<file path="src/rtl/serial_rx_pkg.sv">
package serial_rx_pkg;

  localparam int OSR = 16;

  localparam int IRQ_LEVEL   = 0;
  localparam int IRQ_TIMEOUT = 1;
  localparam int IRQ_OVERRUN = 2;
  localparam int IRQ_W       = 3;

  typedef enum logic [2:0] {
    RX_IDLE,
    RX_START,
    RX_DATA,
    RX_STOP,
    RX_WAIT_HIGH
  } rx_state_e;

  // ticks in an idle window measured in bit periods
  function automatic int quiet_ticks(input int bit_periods);
    return bit_periods * OSR;
  endfunction

  // next ring index with wrap at depth
  function automatic int ring_next(input int idx, input int depth);
    return (idx == depth - 1) ? 0 : idx + 1;
  endfunction

endpackage

</file>
<file path="src/rtl/rx_baud_gen.sv">
module rx_baud_gen #(
  parameter int INT_W  = 16,
  parameter int FRAC_W = 6
) (
  input  logic              clk,
  input  logic              rst_n,
  input  logic [INT_W-1:0]  div_int,
  input  logic [FRAC_W-1:0] div_frac,
  output logic              tick
);
  localparam int TOT_W = INT_W + FRAC_W;
  localparam int ACC_W = TOT_W + 1;
  localparam logic [ACC_W-1:0] UNIT = ACC_W'(1) << FRAC_W;

  logic [TOT_W-1:0] total;
  logic [ACC_W-1:0] acc_q, acc_sum, total_ext;
  logic             hit;

  assign total     = {div_int, div_frac};
  assign total_ext = {1'b0, total};
  assign acc_sum   = acc_q + UNIT;
  assign hit       = (total != '0) && (acc_sum >= total_ext);
  assign tick      = hit;

  always_ff @(posedge clk) begin
    if (!rst_n)             acc_q <= '0;
    else if (total == '0)   acc_q <= '0;
    else if (hit)           acc_q <= acc_sum - total_ext;
    else                    acc_q <= acc_sum;
  end

  // with a divisor of at least two, ticks never come back to back
  a_r1_tick_gap: assert property (@(posedge clk) disable iff (!rst_n)
    (tick && total >= TOT_W'(2 << FRAC_W)) |=> (!tick || total != $past(total)));

endmodule

</file>
<file path="src/rtl/rx_frame_sampler.sv">
module rx_frame_sampler
  import serial_rx_pkg::*;
#(
  parameter int DATA_W = 8
) (
  input  logic              clk,
  input  logic              rst_n,
  input  logic              tick,
  input  logic              line_s,
  output logic              char_valid,
  output logic [DATA_W-1:0] char_data,
  output logic              start_seen
);
  localparam int CNT_W = $clog2(OSR);
  localparam int IDX_W = (DATA_W > 1) ? $clog2(DATA_W) : 1;
  localparam int HALF  = OSR / 2;

  rx_state_e         state_q;
  logic [CNT_W-1:0]  cnt_q;
  logic [IDX_W-1:0]  idx_q;
  logic [DATA_W-1:0] shift_q;

  assign char_data = shift_q;

  always_ff @(posedge clk) begin
    if (!rst_n) begin
      state_q    <= RX_IDLE;
      cnt_q      <= '0;
      idx_q      <= '0;
      shift_q    <= '0;
      char_valid <= 1'b0;
      start_seen <= 1'b0;
    end else begin
      char_valid <= 1'b0;
      start_seen <= 1'b0;
      if (state_q == RX_WAIT_HIGH) begin
        if (line_s) state_q <= RX_IDLE;
      end else if (tick) begin
        case (state_q)
          RX_IDLE: begin
            if (!line_s) begin
              state_q <= RX_START;
              cnt_q   <= CNT_W'(1);
            end
          end
          RX_START: begin
            if (cnt_q == CNT_W'(HALF - 1)) begin
              if (!line_s) begin
                state_q    <= RX_DATA;
                cnt_q      <= '0;
                idx_q      <= '0;
                start_seen <= 1'b1;
              end else begin
                state_q <= RX_IDLE;
              end
            end else begin
              cnt_q <= cnt_q + 1'b1;
            end
          end
          RX_DATA: begin
            if (cnt_q == CNT_W'(OSR - 1)) begin
              cnt_q   <= '0;
              shift_q <= {line_s, shift_q[DATA_W-1:1]};
              if (idx_q == IDX_W'(DATA_W - 1)) state_q <= RX_STOP;
              else                             idx_q   <= idx_q + 1'b1;
            end else begin
              cnt_q <= cnt_q + 1'b1;
            end
          end
          RX_STOP: begin
            if (cnt_q == CNT_W'(OSR - 1)) begin
              cnt_q <= '0;
              if (line_s) begin
                char_valid <= 1'b1;
                state_q    <= RX_IDLE;
              end else begin
                state_q <= RX_WAIT_HIGH;
              end
            end else begin
              cnt_q <= cnt_q + 1'b1;
            end
          end
          default: state_q <= RX_IDLE;
        endcase
      end
    end
  end

  // a byte is delivered only on the way back to idle
  a_r2_valid_in_idle: assert property (@(posedge clk) disable iff (!rst_n)
    char_valid |-> (state_q == RX_IDLE));

  // a confirmed start always leads into data sampling
  a_r3_start_enters_data: assert property (@(posedge clk) disable iff (!rst_n)
    start_seen |-> (state_q == RX_DATA && idx_q == '0));

  // a low stop bit never produces a byte
  a_r4_no_byte_waiting: assert property (@(posedge clk) disable iff (!rst_n)
    (state_q == RX_WAIT_HIGH) |-> !char_valid);

endmodule

</file>
<file path="src/rtl/rx_char_fifo.sv">
module rx_char_fifo
  import serial_rx_pkg::*;
#(
  parameter int W      = 8,
  parameter int DEPTH  = 16,
  parameter int THRESH = 8
) (
  input  logic                       clk,
  input  logic                       rst_n,
  input  logic                       push,
  input  logic [W-1:0]               wdata,
  input  logic                       pop,
  output logic [W-1:0]               rdata,
  output logic                       full,
  output logic                       empty,
  output logic [$clog2(DEPTH+1)-1:0] count,
  output logic                       overrun_evt,
  output logic                       level_evt
);
  localparam int AW = $clog2(DEPTH);
  localparam int CW = $clog2(DEPTH + 1);

  logic [W-1:0]  mem_q [DEPTH];
  logic [AW-1:0] wp_q, rp_q;
  logic [CW-1:0] cnt_q, cnt_next;
  logic          do_push, do_pop;

  assign empty       = (cnt_q == '0);
  assign full        = (cnt_q == CW'(DEPTH));
  assign count       = cnt_q;
  assign rdata       = mem_q[rp_q];
  assign do_pop      = pop && !empty;
  assign do_push     = push && (!full || do_pop);
  assign overrun_evt = push && full && !do_pop;
  assign cnt_next    = cnt_q + CW'(do_push) - CW'(do_pop);
  assign level_evt   = (cnt_q < CW'(THRESH)) && (cnt_next >= CW'(THRESH));

  always_ff @(posedge clk) begin
    if (!rst_n) begin
      wp_q  <= '0;
      rp_q  <= '0;
      cnt_q <= '0;
    end else begin
      cnt_q <= cnt_next;
      if (do_push) wp_q <= AW'(ring_next(int'(wp_q), DEPTH));
      if (do_pop)  rp_q <= AW'(ring_next(int'(rp_q), DEPTH));
    end
  end

  for (genvar g = 0; g < DEPTH; g++) begin : g_slot
    always_ff @(posedge clk) begin
      if (do_push && wp_q == AW'(g)) mem_q[g] <= wdata;
    end
  end

  // fill never exceeds capacity
  a_r5_count_bound: assert property (@(posedge clk) disable iff (!rst_n)
    cnt_q <= CW'(DEPTH));

  // full and empty are never seen together
  a_r6_flags_exclusive: assert property (@(posedge clk) disable iff (!rst_n)
    !(full && empty));

  // a lost byte leaves the queue full and its head unchanged
  a_r7_full_kept: assert property (@(posedge clk) disable iff (!rst_n)
    overrun_evt |=> (full && $stable(rp_q)));

endmodule

</file>
<file path="src/rtl/serial_rx_core.sv">
module serial_rx_core
  import serial_rx_pkg::*;
#(
  parameter int DIV_INT_W    = 16,
  parameter int DIV_FRAC_W   = 6,
  parameter int DATA_W       = 8,
  parameter int DEPTH        = 16,
  parameter int LEVEL_MARK   = 8,
  parameter int TIMEOUT_BITS = 32
) (
  input  logic                  clk,
  input  logic                  rst_n,
  input  logic                  rxd,
  input  logic [DIV_INT_W-1:0]  div_int,
  input  logic [DIV_FRAC_W-1:0] div_frac,
  input  logic                  rd_en,
  output logic [DATA_W-1:0]     rd_data,
  output logic                  fifo_full,
  output logic                  fifo_empty,
  output logic                  overrun_flag,
  input  logic [IRQ_W-1:0]      irq_mask,
  input  logic [IRQ_W-1:0]      irq_clear,
  output logic [IRQ_W-1:0]      irq_raw,
  output logic                  irq
);
  localparam int TO_LIMIT = quiet_ticks(TIMEOUT_BITS);
  localparam int TW       = $clog2(TO_LIMIT + 1);
  localparam int CW       = $clog2(DEPTH + 1);

  logic              sync1_q, sync2_q;
  logic              tick;
  logic              char_valid, start_seen;
  logic [DATA_W-1:0] char_data;
  logic [CW-1:0]     fill;
  logic              overrun_evt, level_evt, timeout_evt, rd_accept;
  logic [TW-1:0]     quiet_q;
  logic [IRQ_W-1:0]  raw_q, evt;

  always_ff @(posedge clk) begin
    if (!rst_n) begin
      sync1_q <= 1'b1;
      sync2_q <= 1'b1;
    end else begin
      sync1_q <= rxd;
      sync2_q <= sync1_q;
    end
  end

  rx_baud_gen #(.INT_W(DIV_INT_W), .FRAC_W(DIV_FRAC_W)) u_baud (
    .clk(clk), .rst_n(rst_n), .div_int(div_int), .div_frac(div_frac), .tick(tick)
  );

  rx_frame_sampler #(.DATA_W(DATA_W)) u_frame (
    .clk(clk), .rst_n(rst_n), .tick(tick), .line_s(sync2_q),
    .char_valid(char_valid), .char_data(char_data), .start_seen(start_seen)
  );

  rx_char_fifo #(.W(DATA_W), .DEPTH(DEPTH), .THRESH(LEVEL_MARK)) u_fifo (
    .clk(clk), .rst_n(rst_n), .push(char_valid), .wdata(char_data), .pop(rd_en),
    .rdata(rd_data), .full(fifo_full), .empty(fifo_empty), .count(fill),
    .overrun_evt(overrun_evt), .level_evt(level_evt)
  );

  assign rd_accept = rd_en && !fifo_empty;

  // idle timer in ticks, saturating so it fires once per quiet stretch
  always_ff @(posedge clk) begin
    if (!rst_n)                      quiet_q <= '0;
    else if (start_seen || rd_accept) quiet_q <= '0;
    else if (tick && quiet_q != TW'(TO_LIMIT)) quiet_q <= quiet_q + 1'b1;
  end

  assign timeout_evt = tick && (quiet_q == TW'(TO_LIMIT - 1)) && !fifo_empty
                       && !start_seen && !rd_accept;

  assign evt[IRQ_LEVEL]   = level_evt;
  assign evt[IRQ_TIMEOUT] = timeout_evt;
  assign evt[IRQ_OVERRUN] = overrun_evt;

  for (genvar g = 0; g < IRQ_W; g++) begin : g_flag
    always_ff @(posedge clk) begin
      if (!rst_n)       raw_q[g] <= 1'b0;
      else if (evt[g])  raw_q[g] <= 1'b1;
      else if (irq_clear[g]) raw_q[g] <= 1'b0;
    end
  end

  assign irq_raw      = raw_q;
  assign overrun_flag = raw_q[IRQ_OVERRUN];
  assign irq          = |(raw_q & irq_mask);

  // the overrun flag only falls through a clear write
  a_r7_overrun_sticky: assert property (@(posedge clk) disable iff (!rst_n)
    (raw_q[IRQ_OVERRUN] && !irq_clear[IRQ_OVERRUN]) |=> raw_q[IRQ_OVERRUN]);

  // the level cause coincides with the queue reaching its mark
  a_r8_level_mark: assert property (@(posedge clk) disable iff (!rst_n)
    level_evt |=> (fill == CW'(LEVEL_MARK)));

  // timeout never fires on an empty queue, nor right after a read
  a_r9_timeout_waiting: assert property (@(posedge clk) disable iff (!rst_n)
    $rose(raw_q[IRQ_TIMEOUT]) |-> (!$past(fifo_empty) && !$past(rd_accept)));

  // the request needs at least one enabled cause
  a_r10_irq_masked: assert property (@(posedge clk) disable iff (!rst_n)
    irq |-> (|irq_mask));

endmodule

</file>
<file path="config.mk">
export PLATFORM = sky130hd
export DESIGN_NAME = serial_rx_core
export DESIGN_NICKNAME = d
export VERILOG_FILES = /design/src/rtl/serial_rx_pkg.sv /design/src/rtl/rx_baud_gen.sv /design/src/rtl/rx_frame_sampler.sv /design/src/rtl/rx_char_fifo.sv /design/src/rtl/serial_rx_core.sv
export SDC_FILE = /design/constraint.sdc
export NUM_CORES = 1
export LEC_CHECK = 0
export CAP_MARGIN = 0
export CORE_MARGIN = 2
export CORE_UTILIZATION = 61
export CTS_BUF_LIST = sky130_fd_sc_hd__clkbuf_16
export DETAILED_ROUTE_END_ITERATION = 12
export HOLD_SLACK_MARGIN = 0.06
export MAX_ROUTING_LAYER = met4
export PLACE_DENSITY = 0.81
export SLEW_MARGIN = 20
export SYNTH_ARGS = -nofsm -noshare
export SYNTH_HDL_FRONTEND = slang
export SYNTH_SLANG_ARGS = --single-unit
</file>
<file path="constraint.sdc">
create_clock -name clk -period 4.4 [get_ports clk]
set_clock_uncertainty 0.2 [all_clocks]
set_input_delay 0.88 -clock clk [delete_from_list [all_inputs] [get_ports clk]]
set_output_delay 0.88 -clock clk [all_outputs]
set_load 0.02 [all_outputs]
</file>
Word level (Yosys, flattened, before mapping)
Memory sizes are Yosys's and may differ from the RTL's. A register that Yosys moved wholly into a read port is not among the register bits.
Index checks and enable logic that the tools add are counted.

storage, ports and cells
  bits in writable memories = 128
  flip-flop bits (word level) = 71
  word-level logic and storage cells = 256
  bits of input ports = 32
  output and inout bits = 15
  memories kept = 1

memories
  memory        depth  width  rd ports  clocked after Yosys merged registers in  write ports  RTL line            RTL
  u_fifo.mem_q  16     8      1         1                                        1            rx_char_fifo.sv:23  logic [W-1:0] mem_q [DEPTH];

operators by class
  add/subtract/negate cells = 9
  bitwise operators = 8
  magnitude comparators = 3
  multiplexer cells = 111
  reduce and logical (&&, ||, !) cells = 69
  equal/unequal tests = 39

operators with widths
  operator                                                                  count
  8-bit 2-to-1 mux                                                          15
  8-bit OR reduction                                                        15
  4-bit 2-to-1 mux                                                          23
  1-bit 2-to-1 mux                                                          55
  3-bit 2-to-1 mux                                                          13
  4-bit equality test (second input constant)                               9
  1-bit logical AND                                                         27
  23-bit by 7-bit adder with 23-bit output (second input constant)          1
  23-bit by 22-bit >= comparator with 1-bit output                          1
  23-bit 2-to-1 mux                                                         1
  23-bit by 22-bit subtractor with 23-bit output                            1
  22-bit zero test                                                          1
  22-bit nonzero test                                                       1
  4-bit by 3-bit equality test with 1-bit output (second input constant)    5
  7-bit AND reduction                                                       2
  4-bit by 1-bit adder with 4-bit output (second input constant)            3
  4-bit by 1-bit equality test with 1-bit output (second input constant)    3
  3-bit by 1-bit inequality test with 1-bit output (second input constant)  4
  3-bit one-hot mux with 4 select lines                                     1
  4-bit one-hot mux with 3 select lines                                     1
  10-bit by 1-bit adder with 10-bit output (second input constant)          1
  10-bit by 9-bit equality test with 1-bit output (second input constant)   1
  10-bit inequality test (second input constant)                            1
  2-bit nonzero test                                                        5
  29 further kinds                                                          49

Depth between registers and ports, before layout
  depth after elaboration = 24
  gate-level depth with buffers = 16
  depth with buffers taken out = 15

Hierarchy
A second synthesis with hierarchy kept.

second synthesis, totals
  cell total of the unflattened synthesis = 809
  area total of the unflattened synthesis = 10013.4 um^2

modules (own cells, without submodules)
  module            times used  cells an instance  seq. area each (um^2)  area each (um^2)
  rx_char_fifo      1           313                4184.0                 5886.9
  rx_baud_gen       1           306                460.4                  2358.5
  rx_frame_sampler  1           110                400.4                  1046.0
  serial_rx_core    1           80                 300.3                  721.9

Least setup slack after synthesis
No wires, ideal clock.

  path kind = reg2reg
  start point = register u_fifo.cnt_q[3] (netlist: u_fifo.count[3])
  end point = register raw_q[0] (netlist: irq_raw[0])
  cell stages (with the launch flop) = 17
  data arrival time = 3231 ps
  data required time = 4072 ps
  path buffers = 1
  path slack = 842 ps
  cell sequence = dfxtp_1 > inv_1 > ha_1 > nor4b_1 > nor2b_1 > clkbuf_1 > ha_1 > inv_1 > ha_1 > fa_1 > a21oi_1 > nor2_1 > nor2_1 > xnor2_1 > nand2_1 > a21oi_1 > nor2_1

between the ends
  word-level cells in the longest chain between the ends = 10
  elaborated cells on any way between the ends = 14

ends and longest elaborated chain
  element                                                 RTL line              RTL
  start: declaration                                      rx_char_fifo.sv:25    logic [CW-1:0] cnt_q, cnt_next;
  start signal: assignment                                rx_char_fifo.sv:44    cnt_q <= cnt_next;
  5-bit zero test (*)                                     rx_char_fifo.sv:28    assign empty = (cnt_q == '0);
  via fifo_empty                                          serial_rx_core.sv:19  output logic fifo_empty,
  1-bit zero test (*)                                     -
  1-bit logical AND (*)                                   -
  via rd_accept                                           serial_rx_core.sv:35  logic overrun_evt, level_evt, timeout_evt, rd_accept;
  1-bit logical OR                                        rx_char_fifo.sv:33    assign do_push = push && (!full || do_pop);
  1-bit logical AND                                       rx_char_fifo.sv:33
  5-bit by 1-bit adder with 5-bit output                  rx_char_fifo.sv:35    assign cnt_next = cnt_q + CW'(do_push) - CW'(do_pop);
  5-bit by 1-bit subtractor with 5-bit output (*)         rx_char_fifo.sv:35
  5-bit by 4-bit >= comparator with 1-bit output (*)      rx_char_fifo.sv:36    assign level_evt = (cnt_q < CW'(THRESH)) && (cnt_next >= CW'(THRESH));
  1-bit logical AND (*)                                   rx_char_fifo.sv:36
  1-bit 2-to-1 mux or 2-bit nonzero test (tied branches)  -
  end signal: indexed assignment                          serial_rx_core.sv:82  if (!rst_n) raw_q[g] <= 1'b0;
  end signal: indexed assignment                          serial_rx_core.sv:83  else if (evt[g]) raw_q[g] <= 1'b1;
  end signal: indexed assignment                          serial_rx_core.sv:84  else if (irq_clear[g]) raw_q[g] <= 1'b0;
  end: declaration                                        serial_rx_core.sv:37  logic [IRQ_W-1:0] raw_q, evt;

Mark *: on every way through the listed nets, which the timed path passes. The rest lies on a longest branch.
A chain may end at the register's enable or synchronous reset.

Final worst setup path
  start point = register u_baud.acc_q[6]
  end point = register u_frame.state_q[2]

between the ends
  word-level cells in the longest chain between the ends = 5

ends and longest elaborated chain
  element                                           RTL line                RTL
  start: declaration                                rx_baud_gen.sv:16       logic [ACC_W-1:0] acc_q, acc_sum, total_ext;
  start signal: assignment                          rx_baud_gen.sv:28       else if (hit) acc_q <= acc_sum - total_ext;
  start signal: assignment                          rx_baud_gen.sv:29       else acc_q <= acc_sum;
  23-bit by 7-bit adder with 23-bit output          rx_baud_gen.sv:21       assign acc_sum = acc_q + UNIT;
  23-bit by 22-bit >= comparator with 1-bit output  rx_baud_gen.sv:22       assign hit = (total != '0) && (acc_sum >= total_ext);
  1-bit logical AND                                 rx_baud_gen.sv:22
  2-bit nonzero test (no line)                      -
  7-bit AND reduction (no line)                     -
  end signal: assignment                            rx_frame_sampler.sv:27  state_q <= RX_IDLE;
  end signal: assignment                            rx_frame_sampler.sv:37  if (line_s) state_q <= RX_IDLE;
  end signal: assignment                            rx_frame_sampler.sv:42  state_q <= RX_START;
  end: declaration                                  rx_frame_sampler.sv:18  rx_state_e state_q;

No other way between the ends.

==> summary by stage <==
Timing
Setup repair after global routing left no endpoint under its margin. The final period demand of the worst path is 3.94 ns. The worst hold margin is 0.210 ns.

The final number of max-transition violations was 0. The summed negative setup slack over all endpoints is 0 ns. At the pin with the least slew margin, the transition time is 0.907 ns. The count of endpoints failing hold in the final timing report is 0. The final cycle utilization of the critical path is 89.6%. The worst path setup slack after routing is 0.458 ns. The remaining max-slew budget at the tightest pin is 39.3%. For this run, the top clock speed supported by timing is 254 MHz. Setup violations remaining at the end of the flow were counted as 0.

Route
The routed length on met3 is 747 um. For this block, the routed nets add up to 21500 um of wire. For this block, wires on met1 add up to 8720 um. The detailed-route DRC error count is 0.

The number of iterations in the first detailed-routing pass is 5. The violation count after the first detailed-routing iteration is 411. The highest metal layer carrying signal wires in the routed design is met4. The total length of routed met2 wires is 11500 um. The via-per-instance ratio is 6.09. The total via count after detailed routing is 6603.

Once detail routing completed, the nets flagged for antenna violations numbered 0. In the final routed layout, each cell accounts on average for 19.8 um.

Clock network
In this run the post-CTS setup repair buffer count came out at 0. The number of buffers inserted during clock tree synthesis is 21. The clock transition at the registers of the reported paths is 0.06 ns. The number of buffers inserted for hold repair after clock tree synthesis is 0. The number of H-tree levels is 1. The clock reaches the later pin of the worst-skew pair after 0.50 ns. The maximum clock path buffer count is 3. The buffer cell driving the clock tree root is sky130_fd_sc_hd__clkbuf_16. The number of gates resized after cts is 0. The number of clock sinks seen by CTS is 203. The CTS tree is yes.

Critical path
The slowest stage of the critical path belongs to the cell sky130_fd_sc_hd__nor4_1. Counting both buffers and inverters, the worst setup path holds a total of 0. Data on the critical path arrives at its endpoint at 4.17 ns. The setup path with the least slack is of type flop to flop. The top fanout value on the critical path is 34. The startpoint type of the worst setup path is a flop. The kind of cell adding the most delay to the critical path is compound AO/OA/AOI/OAI gates. Traced cell by cell, the critical path runs through ha_1 -> and4_4 -> nand3_1 -> xnor2_1 -> ha_1 -> a21o_1 -> a31o_2 -> a31o_2 -> nor4_1 -> a21o_4 -> mux2_2 -> a31oi_1. The endpoint type of the worst setup path is a flop.

Data on the critical path is required at its endpoint by 4.62 ns. The largest stage delay on the critical path is 0.41 ns.

Global routing
The via count of the first global-routing pass came to 6540. The total global routing overflow is 0. The all-layer global routing usage is 26.5%. The global-route wire length before repair is 33700 um.

Entering global routing, the biggest net connects 35 pins. The number of antenna violations at the first check in global routing came to 0.

Floorplan
The number of placed I/O pins is 47. The floorplan die area is 17100 um2. The die boundary width is 131 um. After floorplanning, the core was divided into 46 placement rows. The initial core utilization is 62.1%. The area of the core is 15800 um2. The die is 131 um tall.

Finish
The repair_antennas step left the layout with diodes totalling 0. The number of standard cells in the layout, taps in and fillers out is 1085. In the final design database the tool counted 928 nets. The fraction of layout cells with a size suffix above 1 is 12.3%.

The filler cell count in the final layout is 1097. The synthesis-to-layout area growth is 14.3%.

Run
The tool flagged a number of max-cap violations equal to 0.

Place
In this run the tool buffered the top-level ports with 46 buffer cells. After legalization and detailed placement, the total HPWL measured 14500 um. At the placement stage, the worst setup path has a slack of 0.249 ns.

The final estimated routing congestion in global placement is 1.00. The cell total after placement is 1047.

Logic synthesis
The average footprint of a synthesized cell is 12.2 um2. The count of cell types in the netlist is 65. Of all flip-flops after synthesis, the portion carrying an async set or reset was 0%. When the netlist entered floorplanning its net count stood at 879. The number of flops mapped to enable cells by yosys is 128.

The number of synthesized register bits is 203. The Yosys step of the flow raised 0 warnings. The mapped cell area is 9800 um2.

The sequential share of the synthesized area is 54.5%. The gate count after technology mapping is 805. The most used flip-flop cell after synthesis is sky130_fd_sc_hd__edfxtp_1.

Power and ir drop
The static power due to leakage is 4.24 nW. The total power after layout is 4.51 mW. The largest vdd supply drop is 238 uV.

In this run the power density over the cells is 403 nW/um2.

Hold path
The class of the tightest hold or removal check is flop to flop.

Outcome
The flow ran to the end, and the final reports show no timing, DRC or antenna violations.
## through the flow
stage               instance area, um2  utilization [%]
detailed placement               10500             66.5
CTS                              11200             71.0
finish                           11200             71.1
floorplan                         9800                -
global placement                 10500             66.5
global route                     11200             71.1
## routing by layer
metal  GRT usage [%]  vias up
met4            7.95        0
met3            2.93       37
met2            46.9      147
met5               -        -
li1                -     3157
met1            32.2     3262
## power by group
group          internal, mW  total, mW  leakage (nW)  switching (mW)
combinational         0.297      0.642          1.80           0.345
clock                  1.05       1.80         0.344           0.751
sequential             2.04       2.07          2.10          0.0315
total                  3.39       4.51          4.24            1.13
## cell usage after synthesis (2+ instances only)
cell | n | share of area [%]
sky130_fd_sc_hd__a31o_2 | 3 | 0.27
sky130_fd_sc_hd__or3_1 | 10 | 0.64
sky130_fd_sc_hd__ha_1 | 40 | 5.1
sky130_fd_sc_hd__and4_1 | 4 | 0.36
sky130_fd_sc_hd__buf_1 | 7 | 0.27
sky130_fd_sc_hd__nor2b_1 | 10 | 0.64
sky130_fd_sc_hd__inv_1 | 43 | 1.6
sky130_fd_sc_hd__mux4_2 | 40 | 9.2
sky130_fd_sc_hd__a311oi_1 | 2 | 0.18
sky130_fd_sc_hd__a21oi_1 | 49 | 2.5
sky130_fd_sc_hd__and2_1 | 7 | 0.45
sky130_fd_sc_hd__a21o_1 | 10 | 0.77
sky130_fd_sc_hd__a31oi_1 | 7 | 0.45
sky130_fd_sc_hd__o21ai_1 | 3 | 0.15
sky130_fd_sc_hd__clkbuf_1 | 21 | 0.80
sky130_fd_sc_hd__nand3_1 | 35 | 1.8
sky130_fd_sc_hd__or2_2 | 3 | 0.19
sky130_fd_sc_hd__nor3_1 | 13 | 0.66
sky130_fd_sc_hd__nand2_1 | 47 | 1.8
sky130_fd_sc_hd__o41ai_1 | 2 | 0.18
sky130_fd_sc_hd__o31ai_1 | 13 | 1.0
sky130_fd_sc_hd__xor2_1 | 12 | 1.1
sky130_fd_sc_hd__nor4_1 | 10 | 0.64
sky130_fd_sc_hd__a211oi_1 | 13 | 1.0
sky130_fd_sc_hd__xnor2_1 | 26 | 2.3
sky130_fd_sc_hd__nand2b_1 | 10 | 0.64
sky130_fd_sc_hd__buf_6 | 4 | 0.46
sky130_fd_sc_hd__o21ai_0 | 24 | 1.2
sky130_fd_sc_hd__or4_1 | 10 | 0.77
sky130_fd_sc_hd__nand3b_1 | 2 | 0.15
sky130_fd_sc_hd__o211ai_1 | 3 | 0.23
sky130_fd_sc_hd__and3_1 | 8 | 0.51
sky130_fd_sc_hd__mux2i_1 | 7 | 0.71
sky130_fd_sc_hd__o31a_1 | 2 | 0.18
sky130_fd_sc_hd__o22ai_1 | 2 | 0.13
sky130_fd_sc_hd__nand4_1 | 14 | 0.89
sky130_fd_sc_hd__o21a_1 | 2 | 0.15
sky130_fd_sc_hd__edfxtp_1 | 128 | 39
sky130_fd_sc_hd__nand4b_1 | 2 | 0.18
sky130_fd_sc_hd__fa_1 | 2 | 0.41
sky130_fd_sc_hd__nor2_1 | 57 | 2.2
sky130_fd_sc_hd__dfxtp_1 | 75 | 15
## placed cells by master (no fill, tap or decap), types with 35 or more instances in the layout
cell type / netlist / layout
sky130_fd_sc_hd__ha_1: 40 / 40
sky130_fd_sc_hd__dfxtp_1: 75 / 74
sky130_fd_sc_hd__mux4_2: 40 / 40
sky130_fd_sc_hd__nor2_1: 57 / 57
sky130_fd_sc_hd__edfxtp_1: 128 / 128
sky130_fd_sc_hd__nand2_1: 47 / 47
sky130_fd_sc_hd__a21oi_1: 49 / 49
sky130_fd_sc_hd__inv_1: 43 / 43
sky130_fd_sc_hd__nand3_1: 35 / 35
sky130_fd_sc_hd__clkdlybuf4s50_1: 0 / 46
## cell type report
class                           instances  area (um2)  share of cell area (%)
Sequential cell                       203        5350                    47.7
Clock buffer                           24         601                    5.36
Inverter                               43         161                    1.44
Timing Repair Buffer                   60         578                    5.16
Clock inverter                         14         111                   0.994
Tap cell                              216         270                    2.41
Multi-Input combinational cell        525        4140                    36.9
## worst register-to-register path, cell delays in order (launching register included)
cell                      delay, ns
sky130_fd_sc_hd__dfxtp_1       0.36
sky130_fd_sc_hd__ha_1          0.23
sky130_fd_sc_hd__and4_4        0.34
sky130_fd_sc_hd__nand3_1       0.12
sky130_fd_sc_hd__xnor2_1       0.22
sky130_fd_sc_hd__ha_1          0.34
sky130_fd_sc_hd__a21o_1        0.22
sky130_fd_sc_hd__a31o_2        0.29
sky130_fd_sc_hd__a31o_2        0.22
sky130_fd_sc_hd__nor4_1        0.41
sky130_fd_sc_hd__a21o_4        0.41
sky130_fd_sc_hd__mux2_2        0.39
sky130_fd_sc_hd__a31oi_1       0.12
## state kept, by name, indices dropped and copies added (netlist names), named ones only
name / flops
sync1_q: 1
u_frame.char_data: 8
u_frame.state_q: 3
u_fifo.mem_q: 128
overrun_flag: 1
u_fifo.wp_q: 4
u_frame.start_seen: 1
u_baud.acc_q: 23
u_frame.idx_q: 3
u_frame.cnt_q: 4
quiet_q: 10
sync2_q: 1
u_frame.char_valid: 1
irq_raw: 2
u_fifo.count: 5
u_fifo.rp_q: 4
## path summary, 6_finish.rpt
check | from | to | slack (ns) | cells past startpoint
worst max-delay path | u_baud.acc_q[6] | u_frame.state_q[2] | 0.46 | 12
worst min-delay path | sync1_q | sync2_q | 0.21 | 1
worst max register to register | u_baud.acc_q[6] | u_frame.state_q[2] | 0.46 | 12
worst min register to register | sync1_q | sync2_q | 0.21 | 1
## logic make-up (layout without fill, tap and decap cells)
group / after synthesis / count (layout) / synth area share (%)
xor+xnor: 39 / 39 / 3.68
fa+ha+maj: 42 / 42 / 5.52
buf+inv: 77 / 141 / 3.31
simple gates: 249 / 249 / 13.3
compound gates: 147 / 147 / 9.66
flops: 203 / 203 / 54.5
mux: 48 / 48 / 10.0
No activity file was read; power rests on OpenSTA's default activity.
